$ cat src/rtl/amo_pkg.sv
package amo_pkg;

    localparam logic [2:0] CLS_STORE_REG = 3'd3;
    localparam logic [2:0] MODE_ATOMIC   = 3'b110;
    localparam logic [1:0] SIZE_WORD     = 2'b00;
    localparam logic [1:0] SIZE_DWORD    = 2'b11;

    typedef enum logic [2:0] {
        ST_IDLE,
        ST_READ,
        ST_CALC,
        ST_WRITE,
        ST_UNLOCK,
        ST_DONE
    } amo_state_e;

    typedef enum logic [2:0] {
        OP_ADD,
        OP_OR,
        OP_AND,
        OP_XOR,
        OP_SWAP,
        OP_CSWAP
    } amo_op_e;

endpackage

$ cat src/rtl/amo_decode.sv
module amo_decode
    import amo_pkg::*;
(
    input  logic [7:0]  opcode,
    input  logic [31:0] imm,
    output logic        legal,
    output logic        wide,
    output logic        fetch,
    output amo_op_e     op
);
    logic       opc_ok;
    logic       imm_ok;
    logic [1:0] size_f;

    always_comb begin
        size_f = opcode[4:3];
        opc_ok = (opcode[2:0] == CLS_STORE_REG) && (opcode[7:5] == MODE_ATOMIC)
                 && ((size_f == SIZE_WORD) || (size_f == SIZE_DWORD));
        wide   = (size_f == SIZE_DWORD);
        fetch  = imm[0];
        imm_ok = (imm[31:8] == 24'd0);
        op     = OP_ADD;
        unique case (imm[7:0])
            8'h00, 8'h01: op = OP_ADD;
            8'h40, 8'h41: op = OP_OR;
            8'h50, 8'h51: op = OP_AND;
            8'hA0, 8'hA1: op = OP_XOR;
            8'hE1:        op = OP_SWAP;
            8'hF1:        op = OP_CSWAP;
            default:      imm_ok = 1'b0;
        endcase
        legal = opc_ok && imm_ok;
    end
endmodule

$ cat src/rtl/amo_alu.sv
module amo_alu
    import amo_pkg::*;
#(
    parameter int XLEN = 64
) (
    input  amo_op_e         op,
    input  logic            wide,
    input  logic [XLEN-1:0] old_val,
    input  logic [XLEN-1:0] src_val,
    input  logic [XLEN-1:0] cmp_val,
    output logic [XLEN-1:0] new_val,
    output logic            wr_en
);
    localparam int HALF = XLEN / 2;

    logic [XLEN-1:0] opnd;
    logic [XLEN-1:0] res;
    logic            same;

    always_comb begin
        opnd = wide ? src_val : {{(XLEN-HALF){1'b0}}, src_val[HALF-1:0]};
        unique case (op)
            OP_ADD:  res = old_val + opnd;
            OP_OR:   res = old_val | opnd;
            OP_AND:  res = old_val & opnd;
            OP_XOR:  res = old_val ^ opnd;
            default: res = opnd;
        endcase
        new_val = wide ? res : {{(XLEN-HALF){1'b0}}, res[HALF-1:0]};
        same    = wide ? (old_val == cmp_val)
                       : (old_val[HALF-1:0] == cmp_val[HALF-1:0]);
        wr_en   = (op != OP_CSWAP) || same;
    end
endmodule

$ cat src/rtl/amo_engine.sv
module amo_engine
    import amo_pkg::*;
#(
    parameter int ADDR_W = 64,
    parameter int XLEN   = 64
) (
    input  logic              clk,
    input  logic              rst_n,
    input  logic              start,
    input  logic [7:0]        opcode,
    input  logic [31:0]       imm,
    input  logic [XLEN-1:0]   base_val,
    input  logic [15:0]       disp,
    input  logic [XLEN-1:0]   src_val,
    input  logic [XLEN-1:0]   r0_val,
    output logic              busy,
    output logic              done,
    output logic              illegal,
    output logic              mem_req,
    input  logic              mem_gnt,
    output logic              mem_we,
    output logic              mem_wide,
    output logic              mem_lock,
    output logic [ADDR_W-1:0] mem_addr,
    output logic [XLEN-1:0]   mem_wdata,
    input  logic [XLEN-1:0]   mem_rdata,
    output logic              src_wb_en,
    output logic [XLEN-1:0]   src_wb_data,
    output logic              r0_wb_en,
    output logic [XLEN-1:0]   r0_wb_data
);
    localparam int HALF  = XLEN / 2;
    localparam int DISPW = 16;

    typedef struct packed {
        amo_state_e        st;
        amo_op_e           op;
        logic              wide;
        logic              fetch;
        logic              bad;
        logic              wr_en;
        logic [ADDR_W-1:0] addr;
        logic [XLEN-1:0]   src;
        logic [XLEN-1:0]   cmp;
        logic [XLEN-1:0]   old;
        logic [XLEN-1:0]   wdata;
    } amo_regs_t;

    localparam amo_regs_t RESET_VAL = '{st: ST_IDLE, op: OP_ADD, default: '0};

    amo_regs_t q, d;

    logic            dec_legal;
    logic            dec_wide;
    logic            dec_fetch;
    amo_op_e         dec_op;
    logic [XLEN-1:0] alu_new;
    logic            alu_wr;
    logic [XLEN-1:0] eff_sum;

    amo_decode u_decode (
        .opcode (opcode),
        .imm    (imm),
        .legal  (dec_legal),
        .wide   (dec_wide),
        .fetch  (dec_fetch),
        .op     (dec_op)
    );

    amo_alu #(.XLEN(XLEN)) u_alu (
        .op      (q.op),
        .wide    (q.wide),
        .old_val (q.old),
        .src_val (q.src),
        .cmp_val (q.cmp),
        .new_val (alu_new),
        .wr_en   (alu_wr)
    );

    always_comb begin
        eff_sum = base_val + {{(XLEN-DISPW){disp[DISPW-1]}}, disp};
        d = q;
        unique case (q.st)
            ST_IDLE: begin
                if (start) begin
                    d.op    = dec_op;
                    d.wide  = dec_wide;
                    d.fetch = dec_fetch;
                    d.bad   = !dec_legal;
                    d.addr  = eff_sum[ADDR_W-1:0];
                    d.src   = src_val;
                    d.cmp   = r0_val;
                    d.old   = '0;
                    d.wr_en = 1'b0;
                    d.st    = dec_legal ? ST_READ : ST_DONE;
                end
            end
            ST_READ: begin
                if (mem_gnt) begin
                    d.old = q.wide ? mem_rdata
                                   : {{(XLEN-HALF){1'b0}}, mem_rdata[HALF-1:0]};
                    d.st  = ST_CALC;
                end
            end
            ST_CALC: begin
                d.wdata = alu_new;
                d.wr_en = alu_wr;
                d.st    = alu_wr ? ST_WRITE : ST_UNLOCK;
            end
            ST_WRITE: begin
                if (mem_gnt) begin
                    d.st = ST_UNLOCK;
                end
            end
            ST_UNLOCK: d.st = ST_DONE;
            default:   d.st = ST_IDLE;
        endcase
    end

    always_ff @(posedge clk or negedge rst_n) begin
        if (!rst_n) begin
            q <= RESET_VAL;
        end else begin
            q <= d;
        end
    end

    always_comb begin
        busy        = (q.st != ST_IDLE);
        done        = (q.st == ST_DONE);
        illegal     = done && q.bad;
        mem_req     = (q.st == ST_READ) || (q.st == ST_WRITE);
        mem_we      = (q.st == ST_WRITE);
        mem_lock    = (q.st == ST_READ) || (q.st == ST_CALC) || (q.st == ST_WRITE);
        mem_wide    = q.wide;
        mem_addr    = q.addr;
        mem_wdata   = q.wdata;
        src_wb_en   = done && !q.bad && q.fetch && (q.op != OP_CSWAP);
        r0_wb_en    = done && !q.bad && (q.op == OP_CSWAP);
        src_wb_data = q.old;
        r0_wb_data  = q.old;
    end
endmodule

$ cat config.mk
export PLATFORM = sky130hd
export DESIGN_NAME = amo_engine
export DESIGN_NICKNAME = d
export VERILOG_FILES = /design/src/rtl/amo_pkg.sv /design/src/rtl/amo_decode.sv /design/src/rtl/amo_alu.sv /design/src/rtl/amo_engine.sv
export SDC_FILE = /design/constraint.sdc
export NUM_CORES = 1
export LEC_CHECK = 0
export ABC_AREA = 0
export BUFFER_PORTS_ARGS = -buffer_cell sky130_fd_sc_hd__clkbuf_2
export CORE_MARGIN = 4
export CORE_UTILIZATION = 43
export CTS_BUF_LIST = sky130_fd_sc_hd__clkbuf_16
export CTS_CLUSTER_DIAMETER = 200
export DETAILED_ROUTE_END_ITERATION = 8
export PLACE_DENSITY = 0.66
export REMOVE_ABC_BUFFERS = 1
export SLEW_MARGIN = 20
export SYNTH_ARGS = -nofsm -noshare
export SYNTH_HDL_FRONTEND = slang
export SYNTH_SLANG_ARGS = --single-unit
$ cat constraint.sdc
create_clock -name clk -period 4.6 [get_ports clk]
set_clock_uncertainty 0.2 [all_clocks]
set_input_delay 0.69 -clock clk [delete_from_list [all_inputs] [get_ports clk]]
set_output_delay 0.69 -clock clk [all_outputs]
set_load 0.005 [all_outputs]
==> results.json, run 1 <==
{
  "setup-violations-final": 0,
  "drc": 0,
  "synthToLayoutAreaGrowth_pct": 12.1,
  "root_buffer": "clkbuf_16",
  "ys_async_sr_fraction": 1.00,
  "die_w_um": 252,
  "die_area_um2": 63600,
  "synth_area_um2": 25600,
  "clk-insertion-delay-late_ns": 0.58,
  "wl_um": 84100,
  "cp_max_fo": 6,
  "fin_nets": 3775,
  "slew_viol_final": 0,
  "critPathKind": "reg2reg",
  "synth_seq_cells": 329,
  "dp_slack_ns": 0.260,
  "drive_gt1_frac": 0.262,
  "hold_ws_ns": -0.0264,
  "period_minus_slack_ns": 4.38,
  "ant_nets": 0,
  "fill_cells": 5816,
  "wl_per_cell_um": 20.5,
  "clock-sinks": 329,
  "synth_enable_flop_cells": 0,
  "intPower_w": 0.0101,
  "cts-htree-levels": 2,
  "finalWorstSetupSlack_ns": 0.222,
  "rsz0062_at_grt": "false",
  "cts_tree": "built",
  "worstMarginPinSlew_ns": 0.930,
  "critPathBufInv": 1,
  "hold_viol": 14,
  "core-area_um2": 59000,
  "drt_first_pass_iters": 8,
  "p_leak_nw": 13.6,
  "cts_resized": 0,
  "die_h_um": 252,
  "grt_usage": 0.253,
  "fin_cells": 4093,
  "p_clk_frac": 0.177,
  "seqCellArea_um2": 8240,
  "ys_seq_area_frac": 0.321,
  "io_buffers": 580,
  "grt_pass1_wl_um": 128000,
  "start_kind": "flip-flop",
  "start_util": 0.434,
  "violations": "negative hold slack",
  "antenna_found_initial": 13,
  "ir_drop_v": 0.000389,
  "path_cells": "ha_1 > inv_1 > fa_1 > nand2b_1 > a21oi_1 > o21ai_0 > o21ai_0 > o21ai_1 > and3_1 > o21ai_1 > a31oi_2 > o21ai_1 > nor3b_1 > a2111oi_1",
  "endpoint_kind": "flip-flop",
  "cts_buffers": 41,
  "vias": 22500,
  "switching_share": 0.442,
  "critPathSlowestCell": "dfrtp_1",
  "postSynthAreaPerCell_um2": 8.45,
  "cp.required_ns": 4.83,
  "grt_overflow": 0,
  "ioPinCount": 581,
  "vias_per_cell": 5.48,
  "ys_warn_count": 0,
  "worst_path_most_repeated_cell": "o21ai_1",
  "power_switching_w": 0.00799,
  "fmax_mhz": 228,
  "pwr-share-seq": 0.304,
  "ys_dominant_reg_cell": "dfrtp_1",
  "syn_inst": 3034,
  "multi_input_area_um2": 14200,
  "maxSlewHeadroom": 0.380,
  "comb_power_share": 0.518,
  "tns_ns": 0,
  "max-cap-violations": 0,
  "grt_max_degree": 111,
  "cp.arrival_ns": 4.61,
  "dp_cells": 4010,
  "status": "finished with violations",
  "hold_path_class": "in2async",
  "power_w": 0.0181,
  "cts_buffer_depth": 3,
  "dr.first_iter.drc_count": 1551,
  "hpwlAfterDp_um": 63500,
  "cts_hold_buf": 0,
  "synth_cell_types": 90,
  "cpPeakStageDelay_ns": 0.50,
  "num_rows": 89,
  "cpLargestDelayFamily": "compound AO/OA/AOI/OAI gates",
  "gp_congestion": 0.940,
  "p_per_area_nw_per_um2": 629,
  "path_clk_slew_ns": 0.06,
  "grt_pass1_vias": 21900,
  "cts_setup_buffers": 0,
  "period_share": 0.952
}
## area by class of cell
cell class	instances	area share
multi-input combinational	2106	0.494
sequential	329	0.287
timing repair buffer	635	0.118
clock buffer	41	0.0357
tap	773	0.0337
inverter	168	0.0219
clock inverter	33	0.00923
antenna	8	0.000697
## synth_stat cells, types with 85 or more instances
cell,instances,share of area
clkbuf_1,149,0.022
a21oi_1,186,0.036
xor2_1,85,0.029
dfrtp_1,329,0.32
ha_1,176,0.086
buf_4,256,0.075
o21ai_0,324,0.063
xnor2_1,91,0.031
nand2_1,435,0.064
mux2_2,134,0.059
nor2_1,110,0.016
inv_1,168,0.025
## power groups by stage
stage          Sequential [W]  Clock [W]  Combinational [W]
2_1_floorplan         0.00533          0            0.00610
3_3_place_gp          0.00550          0            0.00920
3_5_place_dp          0.00554          0            0.00927
4_1_cts               0.00550    0.00330            0.00934
5_1_grt               0.00566    0.00340             0.0104
6_report              0.00550    0.00321            0.00938
## per-stage QoR
stage | cell area [µm²] | hold slack [ns] | utilization
floorplan | 23000 | 0.194 | -
global placement | 27400 | 0.251 | 0.464
global route | 28700 | 0.0506 | 0.487
detailed placement | 27400 | 0.258 | 0.464
CTS | 28700 | 0.0263 | 0.486
finish | 28700 | -0.0264 | 0.487
## path summary, 6_finish.rpt
kind | slack, ns | to | depth (start not counted) | from
max | 0.22 | mem_wdata[50] | 14 | r0_wb_data[0]
max reg2reg | 0.22 | mem_wdata[50] | 14 | r0_wb_data[0]
max in group asynchronous | 3.18 | q[173] | 2 | rst_n
min reg2reg | 0.28 | mem_wdata[33] | 2 | mem_wdata[33]
min | -0.03 | r0_wb_data[13] | 1 | rst_n
min in group clk | 0.14 | r0_wb_data[6] | 3 | mem_rdata[6]
## sequential cells by signal (all words and copies together) (netlist names)
name        count
mem_addr       64
mem_wdata      64
mem_wide        1
q             136
r0_wb_data     64
## layer usage
layer	part of all wire	vias to the layer above	wire (µm)	track usage
met3	0.057	138	4830	0.0428
met1	0.43	10800	36200	0.334
li1	-	10900	-	-
met2	0.48	637	40300	0.425
met5	0.00083	-	70	0
met4	0.032	10	2650	0.0839
## cells by family after synthesis
| logic type | after synthesis | synth area share |
|---|---|---|
| compound gates | 831 | 0.201 |
| xor+xnor | 176 | 0.0601 |
| fa+ha+maj | 178 | 0.0874 |
| buf+inv | 599 | 0.126 |
| flops | 329 | 0.321 |
| mux | 160 | 0.0714 |
| simple gates | 761 | 0.133 |
## cell usage in the layout (no fill, tap or decap), types with 8 or more instances in the layout
cell type and count:
clkbuf_16 41, clkinv_1 9, nand2b_1 16, a222oi_1 12
a32o_1 8, nor2_1 110, mux2i_1 21, diode_2 8
and2_1 10, inv_1 175, a211oi_1 21, ha_1 176
xor2_1 85, mux2_2 134, o211ai_1 11, nor3_1 23
a221oi_1 16, a32oi_1 12, xnor2_1 91, nand4_1 46
o21ai_1 15, clkbuf_2 579, dfrtp_1 325, o22ai_1 10
o21bai_1 23, nor2b_1 19, a21oi_1 186, nor4_1 21
o31ai_1 12, a22oi_1 31, nand3_1 33, a31oi_1 28
a21o_1 38, buf_4 49, o21ai_0 324, nand2_1 435
o21a_1 12, and3_1 14
Note: power is estimated with default switching activity, not from simulation.
==> run 2: changes to the inputs <==
- CELL_PAD_IN_SITES_DETAIL_PLACEMENT: unset -> 0
- CELL_PAD_IN_SITES_GLOBAL_PLACEMENT: unset -> 1
- CORE_UTILIZATION: 43 -> 41
- PLACE_DENSITY: 0.66 -> unset
- PLACE_DENSITY_LB_ADDON: unset -> 0.1
==> run 2 against run 1 <==
The flow now finishes without violations. Maximum frequency increased by 0.97%. Via count increased by 0.25%. Cell area rose by 0.49%. Core utilization shrank 2.0 points. Clock power up 6%. Power is 0.92% higher. First-iteration DRC count grew 6.7%. Setup slack improved by 0.042 ns. Critical path depth increased by 1. Largest power group unchanged.
==> results.json, run 2 (synthesized netlist as in run 1, its figures left out) <==
{
  "finalWorstSetupSlack_ns": 0.264,
  "ioPinCount": 581,
  "fill_cells": 6179,
  "fmax_mhz": 231,
  "cts-htree-levels": 2,
  "hp-start": "mem_rdata[57]",
  "status": "completed",
  "timing.rr.end": "mem_wdata[62]",
  "wl_um": 88300,
  "cts_tree": "built",
  "mostFrequentLayoutCells": "clkbuf_2, nand2_1, dfrtp_1",
  "drc": 0,
  "p_per_area_nw_per_um2": 632,
  "holdPathEnd": "r0_wb_data[57]",
  "largest_reg_flops": 136,
  "grt_pass1_vias": 22600,
  "path_clk_slew_ns": 0.06,
  "hold_depth": 3,
  "endpoint_kind": "flip-flop",
  "vias": 22500,
  "wl_per_cell_um": 21.3,
  "antenna_found_initial": 16,
  "critPathBufInv": 2,
  "die_w_um": 258,
  "cpPeakStageDelay_ns": 0.49,
  "vias_per_cell": 5.42,
  "final_common_cell": "clkbuf_2",
  "maxSlewHeadroom": 0.402,
  "cts_buffer_depth": 3,
  "slew_viol_final": 0,
  "start_util": 0.415,
  "seqCellArea_um2": 8240,
  "io_buffers": 580,
  "gp_congestion": 0.889,
  "largest_register": "q",
  "critPathKind": "reg2reg",
  "cts_setup_buffers": 0,
  "hold_ws_ns": 0.138,
  "cpLargestDelayFamily": "compound AO/OA/AOI/OAI gates",
  "hold_path_class": "in2reg",
  "critPathSlowestCell": "dfrtp_1",
  "fin_nets": 3768,
  "dp_slack_ns": 0.116,
  "worst_r2r_startpoint": "r0_wb_data[0]",
  "drive_gt1_frac": 0.261,
  "num_rows": 91,
  "grt_usage": 0.256,
  "clk-insertion-delay-late_ns": 0.58,
  "dr.first_iter.drc_count": 1655,
  "core-area_um2": 61800,
  "clock-sinks": 329,
  "period_share": 0.943,
  "die_h_um": 258,
  "max-cap-violations": 0,
  "setup-violations-final": 0,
  "cp_max_fo": 6,
  "reg2reg_slack_ns": 0.26,
  "ir_drop_v": 0.000382,
  "ant_nets": 0,
  "synthToLayoutAreaGrowth_pct": 12.6,
  "tns_ns": 0,
  "multi_input_area_um2": 14200,
  "path_cells": "ha_1 > inv_1 > fa_1 > nand2b_1 > a21oi_1 > o21ai_0 > o21ai_0 > o21ai_1 > and3_1 > o21ai_2 > a31oi_2 > o41ai_2 > buf_4 > a41o_1 > o21ai_0",
  "worst_path_most_repeated_cell": "o21ai_0",
  "hold_viol": 0,
  "grt_max_degree": 150,
  "hpwlAfterDp_um": 67300,
  "grt_overflow": 0,
  "period_minus_slack_ns": 4.34,
  "die_area_um2": 66600,
  "cts_buffers": 41,
  "rsz0062_at_grt": "false",
  "placed_cell_area_um2": 27400,
  "reg2reg_depth": 15,
  "root_buffer": "clkbuf_16",
  "start_kind": "flip-flop",
  "final_cell_area_um2": 28900,
  "cp.arrival_ns": 4.58,
  "p_leak_nw": 13.6,
  "grt_pass1_wl_um": 135000,
  "cp.required_ns": 4.84,
  "worstMarginPinSlew_ns": 0.895,
  "drt_first_pass_iters": 6
}
run 2: cell count changes in the layout (fill, tap and decap cells not counted), moves of 2 or more:
cell / before / now
buf_4: 49 / 41
clkinv_2: 7 / 3
bufinv_16: 4 / 6
clkbuf_16: 41 / 43
clkinvlp_4: 2 / 4
inv_1: 175 / 173
run 2: repair_timing:
action	in CTS	in global routing
hold endpoints to repair	17	0
setup endpoints to repair	0	4
hold buffers	1	0
resized for setup	0	2
run 2: worst max path at each step:
| stage | startpoint | cells past startpoint | slack, ns | to |
|---|---|---|---|---|
| 6_report | r0_wb_data[0] | 15 | 0.26 | mem_wdata[62] |
| 5_1_grt | r0_wb_data[0] | 15 | 0.008 | mem_wdata[62] |
| 4_1_cts | r0_wb_data[0] | 15 | 0.1 | mem_wdata[62] |
| 3_5_place_dp | disp[15] | 13 | 0.12 | mem_addr[58] |
| 3_3_place_gp | disp[15] | 13 | 0.08 | mem_addr[58] |
| 2_1_floorplan | q[327] | 3 | -3.43 | mem_addr[0] |
run 2: power breakdown:
group	switching [W]	total [W]	internal, W
combinational	0.00529	0.00928	0.00399
clock	0.00138	0.00341	0.00203
sequential	0.00137	0.00556	0.00419
run 2: stage by stage:
step / power (W) / std cells / utilization
6_report: 0.0183 / 4151 / 0.467
5_1_grt: 0.0197 / 4148 / 0.467
4_1_cts: 0.0184 / 4142 / 0.467
3_5_place_dp: 0.0149 / 4067 / 0.444
3_3_place_gp: 0.0147 / 4067 / 0.444
2_1_floorplan: 0.0114 / 2603 / -
run 2: layout make-up:
type                       instances  area share
multi-input combinational       2106       0.492
clock inverter                    31      0.0108
sequential                       329       0.285
tap                              837      0.0363
clock buffer                      43      0.0373
antenna                            9    0.000780
inverter                         168      0.0218
timing repair buffer             628       0.116
run 2: metal layers:
layer  global-route usage  part of all wire  up-vias
met1                0.333              0.43    10900
met4               0.0693             0.025       12
met3               0.0464             0.061      115
li1                     -                 -    10800
met2                0.438              0.48      633
met5                    0            0.0011        -
run 2: worst min-delay path: stages:
cell and delay [ns]:
clkbuf_2 0.08, nand2_1 0.04, o21ai_0 0.06
==> run 3: changes to the inputs <==
- RECOVER_POWER: unset -> 25
==> run 3 against run 2 <==
The run now ends with max-capacitance violations, max-slew violations left. Global-route usage unchanged. Critical path depth unchanged. Maximum frequency increased by 0.14%. Setup slack improved by 0.0060 ns. Combinational power about the same. Die area unchanged. Via count increased by 0.11%. Non-clock buffer count unchanged. Sequential share of layout area about the same. Register-to-register slack about the same. Worst hold slack improved by 0.00078 ns. Power about the same. Critical endpoint unchanged. Largest power group unchanged.
==> results.json, run 3 (synthesized netlist as in run 1, its figures left out) <==
{
  "status": "finished with violations",
  "violations": "max-capacitance violations, max-slew violations",
  "final_common_cell": "clkbuf_2",
  "cts_tree": "built",
  "cp_max_fo": 6,
  "reg2reg_depth": 15,
  "wl_per_cell_um": 21.3,
  "root_buffer": "clkbuf_16",
  "setup-violations-final": 0,
  "largest_reg_flops": 136,
  "start_util": 0.415,
  "clock-sinks": 329,
  "mostFrequentLayoutCells": "clkbuf_2, nand2_1, dfrtp_1",
  "die_h_um": 258,
  "cts_buffer_depth": 3,
  "seqCellArea_um2": 8240,
  "antenna_found_initial": 16,
  "period_minus_slack_ns": 4.33,
  "critPathKind": "reg2reg",
  "path_depth": 15,
  "endpoint_kind": "flip-flop",
  "critPathSlowestCell": "dfrtp_1",
  "fill_cells": 6185,
  "grt_pass1_wl_um": 135000,
  "ioPinCount": 581,
  "synthToLayoutAreaGrowth_pct": 12.5,
  "num_rows": 91,
  "reg2reg_slack_ns": 0.27,
  "worstMarginPinSlew_ns": 2.72,
  "max-cap-violations": 1,
  "drt_first_pass_iters": 7,
  "maxSlewHeadroom": -0.811,
  "grt_overflow": 0,
  "fin_nets": 3768,
  "core-area_um2": 61800,
  "crit_end": "mem_wdata[62]",
  "start_kind": "flip-flop",
  "worst_path_most_repeated_cell": "o21ai_0",
  "gp_congestion": 0.889,
  "cts_buffers": 41,
  "worst_r2r_startpoint": "r0_wb_data[0]",
  "clk-insertion-delay-late_ns": 0.58,
  "cp.arrival_ns": 4.57,
  "timing.rr.end": "mem_wdata[62]",
  "p_leak_nw": 13.6,
  "wl_um": 88200,
  "hold_path_class": "in2reg",
  "fmax_mhz": 231,
  "period_share": 0.941,
  "drive_gt1_frac": 0.261,
  "cts-htree-levels": 2,
  "drc": 0,
  "path_clk_slew_ns": 0.06,
  "vias": 22500,
  "die_w_um": 258,
  "p_per_area_nw_per_um2": 633,
  "vias_per_cell": 5.43,
  "slew_viol_final": 97,
  "ir_drop_v": 0.000382,
  "grt_usage": 0.256,
  "rsz0062_at_grt": "false",
  "path_cells": "ha_1 > inv_1 > fa_1 > nand2b_1 > a21oi_1 > o21ai_0 > o21ai_0 > o21ai_1 > and3_1 > o21ai_2 > a31oi_2 > o41ai_2 > buf_4 > a41o_1 > o21ai_0",
  "final_core_util": 0.466,
  "largest_register": "q",
  "cpLargestDelayFamily": "compound AO/OA/AOI/OAI gates",
  "grt_max_degree": 150,
  "die_area_um2": 66600,
  "cpPeakStageDelay_ns": 0.49,
  "crit_path_start": "r0_wb_data[0]",
  "critPathBufInv": 2,
  "grt_pass1_vias": 22600,
  "ant_nets": 0,
  "cp.required_ns": 4.84,
  "dr.first_iter.drc_count": 1817,
  "tns_ns": 0,
  "io_buffers": 580,
  "hold_viol": 0,
  "hpwlAfterDp_um": 67300,
  "multi_input_area_um2": 14200
}
run 3: cell count changes in the layout (fill, tap and decap cells not counted):
cell / previous run / this run
buf_8: 1 / 0
buf_12: 6 / 4
buf_4: 41 / 39
clkbuf_1: 0 / 3
clkbuf_4: 0 / 2
run 3: through the flow:
stage          cells  setup WS, ns  hold slack, ns  cell area, µm²  power [W]
2_1_floorplan   2603         -3.43           0.194           23000     0.0114
3_3_place_gp    4067        0.0838           0.266           27400     0.0147
3_5_place_dp    4067         0.116           0.273           27400     0.0149
4_1_cts         4142        0.0992          0.0988           28800     0.0184
5_1_grt         4148       0.00772           0.122           28800     0.0197
6_report        4151         0.270           0.139           28800     0.0182
run 3: worst reg2reg max path: cells and delay by family (launching register included):
family	cells	cell delay, ns
simple gates	2	0.47
buf+inv	2	0.28
compound gates	9	2.11
flops	1	0.49
fa+ha+maj	2	0.66
run 3: report_power, final:
group | switching (W) | internal [W] | total [W]
registers | 0.00138 | 0.00419 | 0.00557
logic | 0.00529 | 0.00399 | 0.00928
clock network | 0.00137 | 0.00203 | 0.00340
total | 0.00804 | 0.0102 | 0.0182
run 3: timing repair:
action | CTS | global route
hold buffers | 1 | 0
endpoints found under the setup margin | 0 | 4
endpoints found under the hold margin | 17 | 0
setup buffers | 0 | 0
gates resized for setup | 0 | 2
run 3: worst min-delay path by stage:
stage / from / end / slack (ns) / cells past startpoint
global route: r0_val[19] / q[147] / 0.12 / 2
global placement: mem_addr[26] / mem_addr[26] / 0.27 / 2
detailed placement: mem_addr[12] / mem_addr[12] / 0.27 / 2
finish: mem_rdata[57] / r0_wb_data[57] / 0.14 / 3
CTS: mem_rdata[26] / r0_wb_data[26] / 0.1 / 3
floorplan: rst_n / mem_addr[0] / 0.19 / 0
run 3: layout make-up:
type / instances / share of cell area
diodes: 9 / 0.000781
clock buffers: 43 / 0.0373
clock inverters: 31 / 0.0108
inverters: 168 / 0.0219
multi-input cells: 2106 / 0.492
flip-flops and latches: 329 / 0.286
well taps: 837 / 0.0363
repair buffers: 628 / 0.115
run 3: metal layers:
metal,global-route usage,wire [µm]
met4,0.0693,2230
met5,0,93
met2,0.438,42900
met3,0.0464,5060
met1,0.333,38000
